[config.mk]
export PLATFORM = sky130hd
export DESIGN_NAME = mm_timer
export DESIGN_NICKNAME = d
export VERILOG_FILES = /design/src/rtl/tmr_pkg.sv /design/src/rtl/tmr_sync_edge.sv /design/src/rtl/tmr_counter.sv /design/src/rtl/tmr_ctrl.sv /design/src/rtl/mm_timer.sv
export SDC_FILE = /design/constraint.sdc
export NUM_CORES = 1
export LEC_CHECK = 0
export ABC_AREA = 1
export CORE_MARGIN = 2
export CORE_UTILIZATION = 50
export DETAILED_ROUTE_END_ITERATION = 8
export GPL_ROUTABILITY_DRIVEN = 0
export PLACE_DENSITY = 0.71
export SYNTH_ARGS = -nofsm -noshare
export SYNTH_HDL_FRONTEND = slang
export SYNTH_SLANG_ARGS = --single-unit
export TNS_END_PERCENT = 100
[constraint.sdc]
create_clock -name clk -period 1.61 [get_ports clk]
set_input_delay 0.322 -clock clk [delete_from_list [all_inputs] [get_ports clk]]
set_output_delay 0.322 -clock clk [all_outputs]
set_load 0.02 [all_outputs]
[src/rtl/tmr_pkg.sv]
package tmr_pkg;

  typedef enum logic [2:0] {
    MD_EVT_RISE = 3'b000,
    MD_EVT_FALL = 3'b001,
    MD_BAD_A    = 3'b010,
    MD_BAD_B    = 3'b011,
    MD_TMR      = 3'b100,
    MD_TMR_TGL  = 3'b101,
    MD_CAP_RISE = 3'b110,
    MD_CAP_FALL = 3'b111
  } tmr_mode_e;

  localparam int CTRL_PEND_BIT = 0;
  localparam int CTRL_IE_BIT   = 1;
  localparam int CTRL_RUN_BIT  = 4;
  localparam int CTRL_MODE_LSB = 5;

endpackage

[src/rtl/tmr_sync_edge.sv]
module tmr_sync_edge #(
  parameter int STAGES = 2
) (
  input  logic clk,
  input  logic rst_n,
  input  logic tick,
  input  logic pin,
  output logic rise,
  output logic fall
);

  logic [STAGES-1:0] sync_q, sync_n;
  logic              smp_q, smp_n;
  logic              lvl;

  assign lvl = sync_q[STAGES-1];

  always_comb begin
    sync_n = {sync_q[STAGES-2:0], pin};
    smp_n  = smp_q;
    if (tick) smp_n = lvl;
  end

  always_ff @(posedge clk or negedge rst_n) begin
    if (!rst_n) begin
      sync_q <= '0;
      smp_q  <= 1'b0;
    end else begin
      sync_q <= sync_n;
      smp_q  <= smp_n;
    end
  end

  assign rise = tick &  lvl & ~smp_q;
  assign fall = tick & ~lvl &  smp_q;

  // an edge seen on a tick cannot be seen again on the next cycle
  assert_no_double_edge_R5: assert property (@(posedge clk) disable iff (!rst_n)
    rise |=> !rise);

endmodule

[src/rtl/tmr_counter.sv]
module tmr_counter #(
  parameter int CW = 16,
  parameter int BW = 8,
  localparam int NB = CW / BW
) (
  input  logic          clk,
  input  logic          rst_n,
  input  logic          dec,
  input  logic          cap,
  input  logic          reload_on_uf,
  input  logic [NB-1:0] cnt_we,
  input  logic [NB-1:0] rld_we,
  input  logic [BW-1:0] wdata,
  output logic [CW-1:0] count,
  output logic [CW-1:0] rld,
  output logic          uf
);

  logic [CW-1:0] cnt_q, cnt_n;
  logic [CW-1:0] rld_q, rld_n;

  assign uf = dec & (cnt_q == '0);

  always_comb begin
    cnt_n = cnt_q;
    if (dec) begin
      if (cnt_q == '0) cnt_n = reload_on_uf ? rld_q : '1;
      else             cnt_n = cnt_q - 1'b1;
    end
    rld_n = rld_q;
    if (cap) rld_n = cnt_q;
    for (int b = 0; b < NB; b++) begin
      if (cnt_we[b]) cnt_n[b*BW +: BW] = wdata;
      if (rld_we[b]) rld_n[b*BW +: BW] = wdata;
    end
  end

  always_ff @(posedge clk or negedge rst_n) begin
    if (!rst_n) begin
      cnt_q <= '0;
      rld_q <= '0;
    end else begin
      cnt_q <= cnt_n;
      rld_q <= rld_n;
    end
  end

  assign count = cnt_q;
  assign rld   = rld_q;

  assert_hold_R8: assert property (@(posedge clk) disable iff (!rst_n)
    (!dec && !cap && cnt_we == '0 && rld_we == '0) |=> ($stable(cnt_q) && $stable(rld_q)));

  assert_reload_R4: assert property (@(posedge clk) disable iff (!rst_n)
    (uf && reload_on_uf && cnt_we == '0 && rld_we == '0) |=> (cnt_q == $past(rld_q)));

  assert_capture_R7: assert property (@(posedge clk) disable iff (!rst_n)
    (cap && rld_we == '0) |=> (rld_q == $past(cnt_q)));

endmodule

[src/rtl/tmr_ctrl.sv]
module tmr_ctrl
  import tmr_pkg::*;
(
  input  logic       clk,
  input  logic       rst_n,
  input  logic       tick,
  input  logic       rise,
  input  logic       fall,
  input  logic       uf,
  input  logic       ctrl_we,
  input  logic [7:0] wdata,
  output logic [7:0] ctrl_byte,
  output logic       dec,
  output logic       cap,
  output logic       reload_on_uf,
  output logic       pin_out,
  output logic       pend,
  output logic       irq
);

  tmr_mode_e mode_q, mode_n;
  logic      run_q, run_n;
  logic      ie_q, ie_n;
  logic      pend_q, pend_n;
  logic      tgl_q, tgl_n;
  logic      ev, set_p, tog;

  assign ev = mode_q[0] ? fall : rise;

  always_comb begin
    dec          = 1'b0;
    cap          = 1'b0;
    reload_on_uf = 1'b0;
    unique case (mode_q)
      MD_EVT_RISE, MD_EVT_FALL: begin
        dec          = run_q & ev;
        reload_on_uf = 1'b1;
      end
      MD_TMR, MD_TMR_TGL: begin
        dec          = run_q & tick;
        reload_on_uf = 1'b1;
      end
      MD_CAP_RISE, MD_CAP_FALL: begin
        dec = run_q & tick;
        cap = run_q & ev;
      end
      default: ;
    endcase
  end

  assign set_p = (uf & reload_on_uf) | cap;
  assign tog   = uf & (mode_q == MD_TMR_TGL);

  always_comb begin
    mode_n = mode_q;
    run_n  = run_q;
    ie_n   = ie_q;
    pend_n = pend_q;
    tgl_n  = tgl_q ^ tog;
    if (ctrl_we) begin
      mode_n = tmr_mode_e'(wdata[CTRL_MODE_LSB +: 3]);
      run_n  = wdata[CTRL_RUN_BIT];
      ie_n   = wdata[CTRL_IE_BIT];
      if (!wdata[CTRL_PEND_BIT]) pend_n = 1'b0;
    end
    if (set_p) pend_n = 1'b1;
  end

  always_ff @(posedge clk or negedge rst_n) begin
    if (!rst_n) begin
      mode_q <= MD_EVT_RISE;
      run_q  <= 1'b0;
      ie_q   <= 1'b0;
      pend_q <= 1'b0;
      tgl_q  <= 1'b0;
    end else begin
      mode_q <= mode_n;
      run_q  <= run_n;
      ie_q   <= ie_n;
      pend_q <= pend_n;
      tgl_q  <= tgl_n;
    end
  end

  assign ctrl_byte = {mode_q, run_q, 2'b00, ie_q, pend_q};
  assign pin_out   = tgl_q;
  assign pend      = pend_q;
  assign irq       = pend_q & ie_q;

  assert_pend_set_R10: assert property (@(posedge clk) disable iff (!rst_n)
    set_p |=> pend_q);

  assert_pend_keep_R11: assert property (@(posedge clk) disable iff (!rst_n)
    (pend_q && !ctrl_we) |=> pend_q);

  assert_toggle_R6: assert property (@(posedge clk) disable iff (!rst_n)
    tog |=> (tgl_q != $past(tgl_q)));

  assert_toggle_hold_R6: assert property (@(posedge clk) disable iff (!rst_n)
    !tog |=> $stable(tgl_q));

  assert_bad_mode_R9: assert property (@(posedge clk) disable iff (!rst_n)
    (mode_q == MD_BAD_A || mode_q == MD_BAD_B) |-> (!dec && !cap));

endmodule

[src/rtl/mm_timer.sv]
module mm_timer #(
  parameter int CW = 16,
  parameter int BW = 8,
  localparam int NB = CW / BW,
  localparam int AW = $clog2(2 * NB + 1)
) (
  input  logic          clk,
  input  logic          rst_n,
  input  logic          tick,
  input  logic          pin_in,
  input  logic          bus_wr,
  input  logic [AW-1:0] bus_addr,
  input  logic [BW-1:0] bus_wdata,
  output logic [BW-1:0] bus_rdata,
  output logic          pin_out,
  output logic          pend,
  output logic          irq
);

  localparam logic [AW-1:0] CTRL_ADDR = AW'(2 * NB);

  logic          rise, fall;
  logic          dec, cap, reload_on_uf, uf;
  logic [NB-1:0] cnt_we, rld_we;
  logic          ctrl_we;
  logic [CW-1:0] count, rld;
  logic [7:0]    ctrl_byte;

  genvar gb;
  generate
    for (gb = 0; gb < NB; gb++) begin : g_dec
      assign cnt_we[gb] = bus_wr && (bus_addr == AW'(gb));
      assign rld_we[gb] = bus_wr && (bus_addr == AW'(NB + gb));
    end
  endgenerate
  assign ctrl_we = bus_wr && (bus_addr == CTRL_ADDR);

  tmr_sync_edge #(.STAGES(2)) u_sync (
    .clk  (clk),
    .rst_n(rst_n),
    .tick (tick),
    .pin  (pin_in),
    .rise (rise),
    .fall (fall)
  );

  tmr_counter #(.CW(CW), .BW(BW)) u_cnt (
    .clk         (clk),
    .rst_n       (rst_n),
    .dec         (dec),
    .cap         (cap),
    .reload_on_uf(reload_on_uf),
    .cnt_we      (cnt_we),
    .rld_we      (rld_we),
    .wdata       (bus_wdata),
    .count       (count),
    .rld         (rld),
    .uf          (uf)
  );

  tmr_ctrl u_ctrl (
    .clk         (clk),
    .rst_n       (rst_n),
    .tick        (tick),
    .rise        (rise),
    .fall        (fall),
    .uf          (uf),
    .ctrl_we     (ctrl_we),
    .wdata       (bus_wdata[7:0]),
    .ctrl_byte   (ctrl_byte),
    .dec         (dec),
    .cap         (cap),
    .reload_on_uf(reload_on_uf),
    .pin_out     (pin_out),
    .pend        (pend),
    .irq         (irq)
  );

  always_comb begin
    bus_rdata = '0;
    for (int b = 0; b < NB; b++) begin
      if (bus_addr == AW'(b))      bus_rdata = count[b*BW +: BW];
      if (bus_addr == AW'(NB + b)) bus_rdata = rld[b*BW +: BW];
    end
    if (bus_addr == CTRL_ADDR) bus_rdata[7:0] = ctrl_byte;
  end

  // a counter byte write lands in the next cycle regardless of counting
  assert_write_prio_R2: assert property (@(posedge clk) disable iff (!rst_n)
    cnt_we[0] |=> (count[BW-1:0] == $past(bus_wdata)));

endmodule

==> flow_summary_export.csv <==
group,metric,value,unit
status,status,"finished with violations",
status,violations,"setup timing",
logic_synthesis,synth_nets,499,
finish,layout-drive-gt1-share,0.2954,
global_route,grt_max_degree,21,
logic_synthesis,synth_seq_area_share,0.3357,
placed_design,dpl-instance-area,4048,sq um
finish,layout.nets,606,
logic_synthesis,ys_seq_elements,42,
power_and_ir_drop,peakVddDrop,0.8795,mV
timing,post-route-period-util,1.049,
route,wl,10790,um
timing,rsz0062_at_grt,"yes",
timing,finalHoldViolations,0,
setup_path,startpoint,"u_cnt.count[5]",
logic_synthesis,synth_top_area_frac,0.3357,
power_and_ir_drop,pwr-share-seq,0.267,
logic_synthesis,synth_cell_types,31,
die,die_y,83.13,um
global_route,grt_pass1_vias,3522,
global_route,antenna_found_initial,0,
setup_path,timing.reg2reg.setup_slack,-10,ps
die,die_area,6910,sq um
finish,design_area,4309,sq um
setup_path,crit_end,"bus_rdata[5]",
clocking,clkTransAtPathRegs,90,ps
clocking,clk_latency,310,ps
global_route,overflow,0,
placed_design,hpwl,8392,um
logic_synthesis,yosysTopAreaCell,"dfrtp_1",
setup_path,rr_startpoint,"u_cnt.count[1]",
die,core,5991,sq um
timing,fmax,592.2,MHz
clocking,cts.sinks,42,
timing,tns,-213.0,ps
clocking,h-tree-depth,2,
power_and_ir_drop,p_leak,2.257,nW
power_and_ir_drop,swShare,0.4707,
logic_synthesis,netlist_top_cells_area,"dfrtp_1 (34%), nand2_1 (21%), inv_1 (7.2%)",
setup_path,end_kind,"output pin",
timing,clock_skew,9.448,ps
clocking,cts_tree,"done",
logic_synthesis,synth_area,3131,sq um
finish,layout_common_cells,"nand2_1 (165), buf_4 (78), inv_1 (51)",
run,max_cap_viol_count,0,
route,antenna_left,0,
finish,syn_to_final_growth,37.65,%
setup_path,cp-start-kind,"flop",
setup_path,r2r_cells,10,
setup_path,cp.arrival,1370,ps
timing,maxSlewViolCount,0,
worst_hold_path,hold_path_class,"reg -> reg",
timing,fin_crit,1689,ps
power_and_ir_drop,power.density,1515,nW/um^2
global_route,groute.usage.overall,0.3196,
global_route,grt_pass1_wl,17530,um
timing,max_slew_margin,0.7083,
placed_design,io_buffers,26,
route,via_count,3676,
route,drcViolationCount,0,
timing,hold_ws,359.7,ps
die,initial_core_util,0.5226,
route,vias_per_cell,5.536,
timing,worst_slack,-78.71,ps
timing,setup_viol,8,
route,first_pass_iters,5,
setup_path,r2r_end,"u_cnt.count[13]",
route,drtIter0Drc,355,
logic_synthesis,netlist_instances,481,
die,ioPinCount,27,
route,wire_per_inst,16.25,um
finish,num_antenna_cells,0,
clocking,cts_buffers,5,
die,rows,28,
finish,fillers,489,
logic_synthesis,yosysWarnings,0,
setup_path,crit_type,"reg -> out",
clocking,root_buffer,"clkbuf_8",
power_and_ir_drop,internal_power,3.455,mW
power_and_ir_drop,comb_power_share,0.621,
setup_path,crit_required,1290,ps
setup_path,crit_path_max_fanout,2,
die,die_w,83.13,um
power_and_ir_drop,p_clk_frac,0.112,
timing,worst_slew_pin_slew,437.5,ps
logic_synthesis,postSynthAreaPerCell,6.508,sq um
clocking,cts_max_path_buffers,2,
power_and_ir_drop,p_sw,3.073,mW
finish,final_common_cell,"nand2_1",
==> power groups by stage <==
| stage | clock [mW] | sequential, mW | combinational, mW |
|---|---|---|---|
| 2_1_floorplan | 0 | 1.74 | 1.88 |
| 3_3_place_gp | 0 | 1.72 | 3.60 |
| 3_5_place_dp | 0 | 1.73 | 3.66 |
| 4_1_cts | 0.743 | 1.73 | 3.77 |
| 5_1_grt | 0.787 | 1.77 | 4.44 |
| 6_report | 0.734 | 1.74 | 4.05 |
==> worst max-delay path, cell delays in order (launching register included) <==
cell and delay (ps):
dfrtp_1 400, inv_2 100, o22ai_2 100, a21oi_2 150, o211ai_1 130, buf_4 180
==> how the worst min path moves through the flow <==
stage | cells past startpoint | from | endpoint
finish | 0 | u_sync.sync_q[0] | u_sync.sync_q[1]
global placement | 1 | rst_n | u_sync.sync_q[1]
global route | 0 | u_sync.sync_q[0] | u_sync.sync_q[1]
CTS | 0 | u_sync.sync_q[0] | u_sync.sync_q[1]
detailed placement | 1 | rst_n | u_ctrl.mode_q[0]
floorplan | 0 | rst_n | u_cnt.count[0]
==> state kept, by name, summed over array words and instances (netlist names) <==
name,count
u_ctrl.mode_q,3
u_sync.smp_q,1
u_cnt.count,16
u_ctrl.pin_out,1
u_ctrl.run_q,1
u_ctrl.pend,1
u_ctrl.ie_q,1
u_sync.sync_q,2
u_cnt.rld,16
==> cells in the mapped netlist, drive strengths merged <==
cell type  instances
and3               1
nand4              8
a21oi             13
o21bai             1
nor2              44
nand3             49
buf                7
o211ai             7
ha                 2
o21ai             42
clkbuf             1
clkinv             5
xor2               4
o22ai              8
nand2            180
dfrtp             42
inv               67
==> stage by stage <==
step	total power [mW]	setup WS, ps	utilization	cells
finish	6.528	-78.71	0.7193	664
global route	6.997	-124.1	0.7193	664
CTS	6.239	-42.23	0.7015	661
detailed placement	5.387	-915.8	0.6756	651
global placement	5.315	-882.3	0.6756	651
floorplan	3.623	92.88	-	481
==> kinds of logic after synthesis <==
logic type | share of synthesized area
and+or+nand+nor | 0.4081
buffers and inverters | 0.1055
AOI/OAI and AO/OA | 0.1315
DFF | 0.3357
xor gates and xnor gates | 0.01119
adders and majority gates | 0.007992
==> per-layer routing <==
layer | up-vias | wire length (um) | GRT usage
li1 | 1748 | - | -
met1 | 1672 | 4530 | 0.4476
met2 | 217 | 4770 | 0.4927
met3 | 39 | 1069 | 0.05865
met4 | 0 | 418 | 0.1222
met5 | - | 0 | 0
==> layout make-up <==
cell class	instances	area, sq um	area share
Clock buffer	5	68.82	0.01597
Clock inverter	3	23.77	0.005517
Inverter	72	271.5	0.06301
Multi-Input combinational cell	359	1902	0.4413
Sequential cell	42	1051	0.2439
Tap cell	75	93.84	0.02178
Timing Repair Buffer	108	898.4	0.2085
==> repair_timing <==
action                                  in CTS  in global routing
pin swaps                                   10                 13
hold buffers                                 1                  0
endpoints found under the hold margin       18                  0
gates resized for setup                     81                 23
buffers inserted                             1                  3
endpoints found under the setup margin      31                 38
(Power assumes the default switching activity.)
